==> src/rtl/mwd_pkg.sv <==
package mwd_pkg;
  localparam int REG_AW = 4;

  typedef enum logic [REG_AW-1:0] {
    RA_CMD       = 4'd0,
    RA_NP_BASE   = 4'd1,
    RA_NP_LIMIT  = 4'd2,
    RA_PF_BASE   = 4'd3,
    RA_PF_LIMIT  = 4'd4,
    RA_PF_BASE_H = 4'd5,
    RA_PF_LIM_H  = 4'd6,
    RA_LOW_TOP   = 4'd7,
    RA_UP_TOP    = 4'd8,
    RA_UP_TOP_H  = 4'd9
  } reg_idx_e;

  localparam int NUM_WIN = 2;
  localparam int WIN_NP  = 0;
  localparam int WIN_PF  = 1;
endpackage

==> src/rtl/mwd_regfile.sv <==
module mwd_regfile
  import mwd_pkg::*;
#(
  parameter int ADDR_W = 64,
  parameter int REG_W  = 32,
  parameter int GRAN_W = 20
) (
  input  logic              clk_i,
  input  logic              rst_ni,
  input  logic              we_i,
  input  logic [REG_AW-1:0] idx_i,
  input  logic [REG_W-1:0]  wdata_i,
  output logic [REG_W-1:0]  rdata_o,
  output logic              mem_en_o,
  output logic [ADDR_W-1:0] np_lo_o,
  output logic [ADDR_W-1:0] np_hi_o,
  output logic [ADDR_W-1:0] pf_lo_o,
  output logic [ADDR_W-1:0] pf_hi_o,
  output logic [ADDR_W-1:0] low_top_o,
  output logic [ADDR_W-1:0] up_top_o
);
  localparam int FLD_W = REG_W - GRAN_W;
  localparam int HI_W  = ADDR_W - REG_W;

  logic             mem_en_q;
  logic [FLD_W-1:0] np_base_q, np_lim_q, pf_base_q, pf_lim_q, low_top_q, up_top_q;
  logic [HI_W-1:0]  pf_base_h_q, pf_lim_h_q, up_top_h_q;

  logic [FLD_W-1:0] wfld;
  assign wfld = wdata_i[REG_W-1:GRAN_W];

  always_ff @(posedge clk_i or negedge rst_ni) begin
    if (!rst_ni) begin
      mem_en_q    <= 1'b0;
      np_base_q   <= '0;
      np_lim_q    <= '0;
      pf_base_q   <= '0;
      pf_lim_q    <= '0;
      low_top_q   <= '0;
      up_top_q    <= '0;
      pf_base_h_q <= '0;
      pf_lim_h_q  <= '0;
      up_top_h_q  <= '0;
    end else if (we_i) begin
      case (idx_i)
        RA_CMD:       mem_en_q    <= wdata_i[0];
        RA_NP_BASE:   np_base_q   <= wfld;
        RA_NP_LIMIT:  np_lim_q    <= wfld;
        RA_PF_BASE:   pf_base_q   <= wfld;
        RA_PF_LIMIT:  pf_lim_q    <= wfld;
        RA_PF_BASE_H: pf_base_h_q <= HI_W'(wdata_i);
        RA_PF_LIM_H:  pf_lim_h_q  <= HI_W'(wdata_i);
        RA_LOW_TOP:   low_top_q   <= wfld;
        RA_UP_TOP:    up_top_q    <= wfld;
        RA_UP_TOP_H:  up_top_h_q  <= HI_W'(wdata_i);
        default: ;
      endcase
    end
  end

  always_comb begin
    rdata_o = '0;
    case (idx_i)
      RA_CMD:       rdata_o = {{(REG_W-1){1'b0}}, mem_en_q};
      RA_NP_BASE:   rdata_o = {np_base_q, {GRAN_W{1'b0}}};
      RA_NP_LIMIT:  rdata_o = {np_lim_q, {GRAN_W{1'b0}}};
      RA_PF_BASE:   rdata_o = {pf_base_q, {GRAN_W{1'b0}}};
      RA_PF_LIMIT:  rdata_o = {pf_lim_q, {GRAN_W{1'b0}}};
      RA_PF_BASE_H: rdata_o = REG_W'(pf_base_h_q);
      RA_PF_LIM_H:  rdata_o = REG_W'(pf_lim_h_q);
      RA_LOW_TOP:   rdata_o = {low_top_q, {GRAN_W{1'b0}}};
      RA_UP_TOP:    rdata_o = {up_top_q, {GRAN_W{1'b0}}};
      RA_UP_TOP_H:  rdata_o = REG_W'(up_top_h_q);
      default:      rdata_o = '0;
    endcase
  end

  // Expand 1 MB fields to byte addresses: base low bits zero, limit low bits ones
  assign mem_en_o  = mem_en_q;
  assign np_lo_o   = {{HI_W{1'b0}}, np_base_q, {GRAN_W{1'b0}}};
  assign np_hi_o   = {{HI_W{1'b0}}, np_lim_q,  {GRAN_W{1'b1}}};
  assign pf_lo_o   = {pf_base_h_q, pf_base_q, {GRAN_W{1'b0}}};
  assign pf_hi_o   = {pf_lim_h_q,  pf_lim_q,  {GRAN_W{1'b1}}};
  assign low_top_o = {{HI_W{1'b0}}, low_top_q, {GRAN_W{1'b0}}};
  assign up_top_o  = {up_top_h_q, up_top_q, {GRAN_W{1'b0}}};
endmodule

==> src/rtl/mwd_window.sv <==
module mwd_window #(
  parameter int ADDR_W = 64
) (
  input  logic [ADDR_W-1:0] addr_i,
  input  logic [ADDR_W-1:0] lo_i,
  input  logic [ADDR_W-1:0] hi_i,
  output logic              match_o
);
  // Inclusive on both ends; an inverted window matches nothing
  assign match_o = (addr_i >= lo_i) && (addr_i <= hi_i);
endmodule

==> src/rtl/mwd_dram_guard.sv <==
module mwd_dram_guard #(
  parameter int ADDR_W = 64,
  parameter int REG_W  = 32
) (
  input  logic [ADDR_W-1:0] addr_i,
  input  logic [ADDR_W-1:0] low_top_i,
  input  logic [ADDR_W-1:0] up_top_i,
  output logic              in_dram_o
);
  logic above_4g;
  assign above_4g  = |addr_i[ADDR_W-1:REG_W];
  assign in_dram_o = above_4g ? (addr_i < up_top_i) : (addr_i < low_top_i);
endmodule

==> src/rtl/mem_window_decoder.sv <==
module mem_window_decoder
  import mwd_pkg::*;
#(
  parameter int ADDR_W = 64,
  parameter int REG_W  = 32,
  parameter int GRAN_W = 20
) (
  input  logic              clk_i,
  input  logic              rst_ni,
  input  logic              reg_we_i,
  input  logic [REG_AW-1:0] reg_addr_i,
  input  logic [REG_W-1:0]  reg_wdata_i,
  output logic [REG_W-1:0]  reg_rdata_o,
  input  logic              req_valid_i,
  input  logic [ADDR_W-1:0] req_addr_i,
  output logic              hit_o,
  output logic              pf_o,
  output logic              conflict_o
);
  logic              mem_en;
  logic [ADDR_W-1:0] win_lo [NUM_WIN];
  logic [ADDR_W-1:0] win_hi [NUM_WIN];
  logic [NUM_WIN-1:0] win_match;
  logic [ADDR_W-1:0] low_top, up_top;
  logic              in_dram;

  mwd_regfile #(
    .ADDR_W(ADDR_W), .REG_W(REG_W), .GRAN_W(GRAN_W)
  ) u_regs (
    .clk_i     (clk_i),
    .rst_ni    (rst_ni),
    .we_i      (reg_we_i),
    .idx_i     (reg_addr_i),
    .wdata_i   (reg_wdata_i),
    .rdata_o   (reg_rdata_o),
    .mem_en_o  (mem_en),
    .np_lo_o   (win_lo[WIN_NP]),
    .np_hi_o   (win_hi[WIN_NP]),
    .pf_lo_o   (win_lo[WIN_PF]),
    .pf_hi_o   (win_hi[WIN_PF]),
    .low_top_o (low_top),
    .up_top_o  (up_top)
  );

  for (genvar g = 0; g < NUM_WIN; g++) begin : g_win
    mwd_window #(.ADDR_W(ADDR_W)) u_win (
      .addr_i  (req_addr_i),
      .lo_i    (win_lo[g]),
      .hi_i    (win_hi[g]),
      .match_o (win_match[g])
    );
  end

  mwd_dram_guard #(.ADDR_W(ADDR_W), .REG_W(REG_W)) u_guard (
    .addr_i    (req_addr_i),
    .low_top_i (low_top),
    .up_top_i  (up_top),
    .in_dram_o (in_dram)
  );

  logic claim;
  assign claim = req_valid_i && mem_en && (|win_match);

  always_ff @(posedge clk_i or negedge rst_ni) begin
    if (!rst_ni) begin
      hit_o      <= 1'b0;
      pf_o       <= 1'b0;
      conflict_o <= 1'b0;
    end else begin
      hit_o      <= claim && !in_dram;
      pf_o       <= claim && !in_dram && win_match[WIN_PF];
      conflict_o <= claim && in_dram;
    end
  end
endmodule

==> config.mk <==
export PLATFORM = sky130hd
export DESIGN_NAME = mem_window_decoder
export DESIGN_NICKNAME = d
export VERILOG_FILES = /design/src/rtl/mwd_pkg.sv /design/src/rtl/mwd_regfile.sv /design/src/rtl/mwd_window.sv /design/src/rtl/mwd_dram_guard.sv /design/src/rtl/mem_window_decoder.sv
export SDC_FILE = /design/constraint.sdc
export NUM_CORES = 1
export LEC_CHECK = 0
export ABC_AREA = 1
export BUFFER_PORTS_ARGS = -buffer_cell sky130_fd_sc_hd__buf_2
export CAP_MARGIN = 20
export CORE_UTILIZATION = 30
export CTS_CLUSTER_SIZE = 24
export DETAILED_ROUTE_END_ITERATION = 10
export PLACE_DENSITY = 0.57
export SLEW_MARGIN = 5
export SYNTH_ARGS = -nofsm -noshare
export SYNTH_HDL_FRONTEND = slang
export SYNTH_SLANG_ARGS = --single-unit
==> constraint.sdc <==
create_clock -name clk_i -period 1.87 [get_ports clk_i]
set_input_delay 0 -clock clk_i [delete_from_list [all_inputs] [get_ports clk_i]]
set_output_delay 0 -clock clk_i [all_outputs]
set_load 0.01 [all_outputs]
==> summary.md <==
| Metric | Value |
|---|---|
| Netlist cell types | `35` |
| CTS tree | `done` |
| H-tree depth reported by CTS | `4` |
| Final #Nets | `2,086` |
| Top-area cell type share of the netlist area | `36.3%` |
| Max Clock Skew | `17.0 ps` |
| Final Hold Fails | `0` |
| Top cells by count, synth | `nand2_1, inv_1, dfrtp_1` |
| Die H | `201 um` |
| LEAKAGE | `7.73 nW` |
| Post-synth EDFFs | `0` |
| Data required, critical path | `2230 ps` |
| Worst EP arrival | `2300 ps` |
| Largest fanout on the critical path | `2` |
| Ant diodes | `0` |
| Grt peak-use layer | `met2` |
| Ratio of cells with drive above 1 in the final layout | `20.7%` |
| Finished Layout Cells | `2,347` |
| Filler Cell Count | `4,028` |
| Final min period | `1940 ps` |
| Synthesis-stage register bit count | `172` |
| Max Fclk | `517 MHz` |
| RSZ-0062 raised after global routing | `yes` |
| Area Overhead vs Synth | `28.1%` |
| FP Rows | `72` |
| Mapped Area | `11,900 um2` |
| Met2 GRT Util | `31.2%` |
| VDD IR max | `0.688 mV` |
| 1st-iter DRT viols | `761` |
| Port Buf Inserts | `138` |
| R2R depth | `12` |
| First-pass GRT wire length | `60,300 um` |
| CP Capture Point | `pf_o` |
| WL/cell | `16.3 um` |
| Number of max-cap violations | `0` |
| Max-slew violation count | `0` |
| CP Launch Point | `u_regs.up_top_h_q[5]` |
| Max clock buf depth | `2` |
| Final setup fails | `2` |
| Met3 usage | `3.10%` |
| Primary FF master, synth | `dfrtp_1` |
| Drt drc | `0` |
| Die area | `40,300 um2` |
| Setup ws final | `-65.4 ps` |
| Reg-to-reg slack, setup | `-70 ps` |
| Synthesized area per cell | `7.54 um2` |
| Die width | `201 um` |
| DRT Pass-1 Iters | `5` |
| Root buffer cell | `clkbuf_16` |
| Initial antenna violation count | `0` |
| Initial core utilization | `30.5%` |
| Synth area leader | `dfrtp_1` |
| Worst Hold Class | `input port to flip-flop` |
| Crit path kind | `flip-flop to flip-flop` |
| Status | `finished, violations left` |
| Vias in the first global route | `11,200` |
| Post-detail-place hpwl | `29,300 um` |
| Worst Tran Pin Value | `691 ps` |
| Clk_lat worst skew | `450 ps` |
| Power Density | `866 nW/um2` |
| Post-DRT Antenna Nets | `0` |
| Clock transition at the registers of the reported paths | `70 ps` |
| Cts bufs inserted | `17` |
| GRT Residual Overflow | `0` |
| Placed insts | `2,266` |
| Largest net degree at the start of global routing | `65` |
| Failing checks | `negative setup slack` |
| Worst setup EP type | `flip-flop` |
| Largest cells by area after synthesis | `dfrtp_1, ha_1, nand2_1` |
| R2r endpoint | `pf_o` |
| # IOs | `139` |
| Post-synth ARST share | `100%` |
| Hold WS | `8.48 ps` |
| Total track usage | `19.3%` |
| Warnings from Yosys | `0` |
| Fin util | `39.1%` |
| Syn nets | `1,843` |
| Gpl congestion | `0.901` |
| Slew HR | `53.8%` |
| Worst Setup Start Kind | `flip-flop` |
| Count leader, synth | `nand2_1` |
| Clock sink count | `172` |
| Register area share after synthesis | `36.3%` |
| Critical R2R Launch | `u_regs.up_top_h_q[5]` |
| DR vias/cell | `4.88` |
| Core Footprint | `38,800 um2` |
| Post-Synthesis Cells | `1,573` |
| DR vias | `11,500` |
| Part of the cycle the worst path needs | `103%` |
| Routed WL | `38,200 um` |
| M1 GR Usage | `26.5%` |
==> cells by family after synthesis <==
logic type / after synthesis / synth area share (%)
buf+inv: 320 / 10.5
simple gates: 577 / 19.9
flops: 172 / 36.3
compound gates: 338 / 15.8
fa+ha+maj: 166 / 17.5
==> layer usage <==
layer,vias to the layer above,part of all wire (%)
li1,5637,-
met1,5399,46
met2,380,46
met3,35,6.7
met4,0,1.5
met5,-,0
==> how the worst min path moves through the flow <==
stage | from | cells past startpoint | to
floorplan | rst_ni | 0 | conflict_o
global placement | rst_ni | 1 | u_regs.pf_base_h_q[6]
detailed placement | rst_ni | 1 | u_regs.pf_base_h_q[6]
CTS | reg_wdata_i[26] | 3 | u_regs.pf_base_h_q[26]
global route | reg_wdata_i[26] | 3 | u_regs.pf_base_h_q[26]
finish | reg_wdata_i[26] | 3 | u_regs.pf_base_h_q[26]
==> power breakdown <==
group / internal (mW) / switching, mW
sequential: 4.47 / 0.446
clock: 1.94 / 1.57
combinational: 2.03 / 2.70
total: 8.43 / 4.72
==> cells in the final DEF, fill, tap and decap left out, types with 4 or more instances in the layout <==
master / instances
a21o_1: 6
a21oi_1: 57
a21oi_2: 8
a221oi_1: 6
buf_12: 6
buf_2: 137
buf_4: 92
clkbuf_16: 17
clkinv_2: 6
dfrtp_1: 172
dlygate4sd3_1: 29
ha_1: 149
ha_4: 17
inv_1: 253
inv_2: 23
nand2_1: 390
nand2_2: 12
nand3_1: 14
nand3_2: 12
nand4_1: 24
nor2_1: 82
nor2_2: 15
nor2_4: 4
nor3_1: 4
o211ai_1: 4
o21a_1: 5
o21ai_0: 145
o21ai_1: 48
o221ai_1: 19
o22ai_1: 35
==> final cells by class <==
cell class	instances	area (um2)	area share, %
Tap cell	518	648	4.27
Sequential cell	172	4300	28.3
Inverter	278	1050	6.89
Clock buffer	22	474	3.12
Multi-Input combinational cell	1081	6820	44.9
Timing Repair Buffer	266	1810	11.9
Clock inverter	10	88.8	0.585
==> flip-flops by register name (all words and copies together) (netlist names) <==
register / count
u_regs.np_base_q: 12
u_regs.low_top_q: 12
u_regs.pf_lim_h_q: 32
u_regs.up_top_q: 12
hit_o: 1
u_regs.mem_en_o: 1
u_regs.np_lim_q: 12
u_regs.pf_lim_q: 12
pf_o: 1
u_regs.pf_base_q: 12
u_regs.pf_base_h_q: 32
conflict_o: 1
u_regs.up_top_h_q: 32
==> timing repair <==
action,CTS,global route
pin swaps,21,40
buffers inserted,10,12
hold buffers,29,0
resized for setup,37,76
endpoints found under the setup margin,9,13
hold endpoints to repair,181,0
==> per-stage QoR <==
stage | instance area, um2 | total power, mW | TNS (ps) | setup slack [ps]
after floorplan | 11900 | 7.50 | 0 | 234
after global placement | 13700 | 8.98 | -421 | -179
after detailed placement | 13700 | 9.14 | -421 | -177
after CTS | 14800 | 12.9 | -123 | -61.9
after global routing | 15200 | 14.2 | -499 | -186
final | 15200 | 13.2 | -114 | -65.4
==> worst max-delay path: stages (launching register included) <==
cell     delay [ps]
dfrtp_1         360
inv_1            60
ha_1            280
nand2_1          70
nor2_2          150
nand4_1         100
and2b_1         250
nand2_1          60
nand2_1          70
nand2_1          70
a21oi_2         170
nand3_2         100
nor2_1          110
Note: power is estimated with default switching activity, not from simulation.
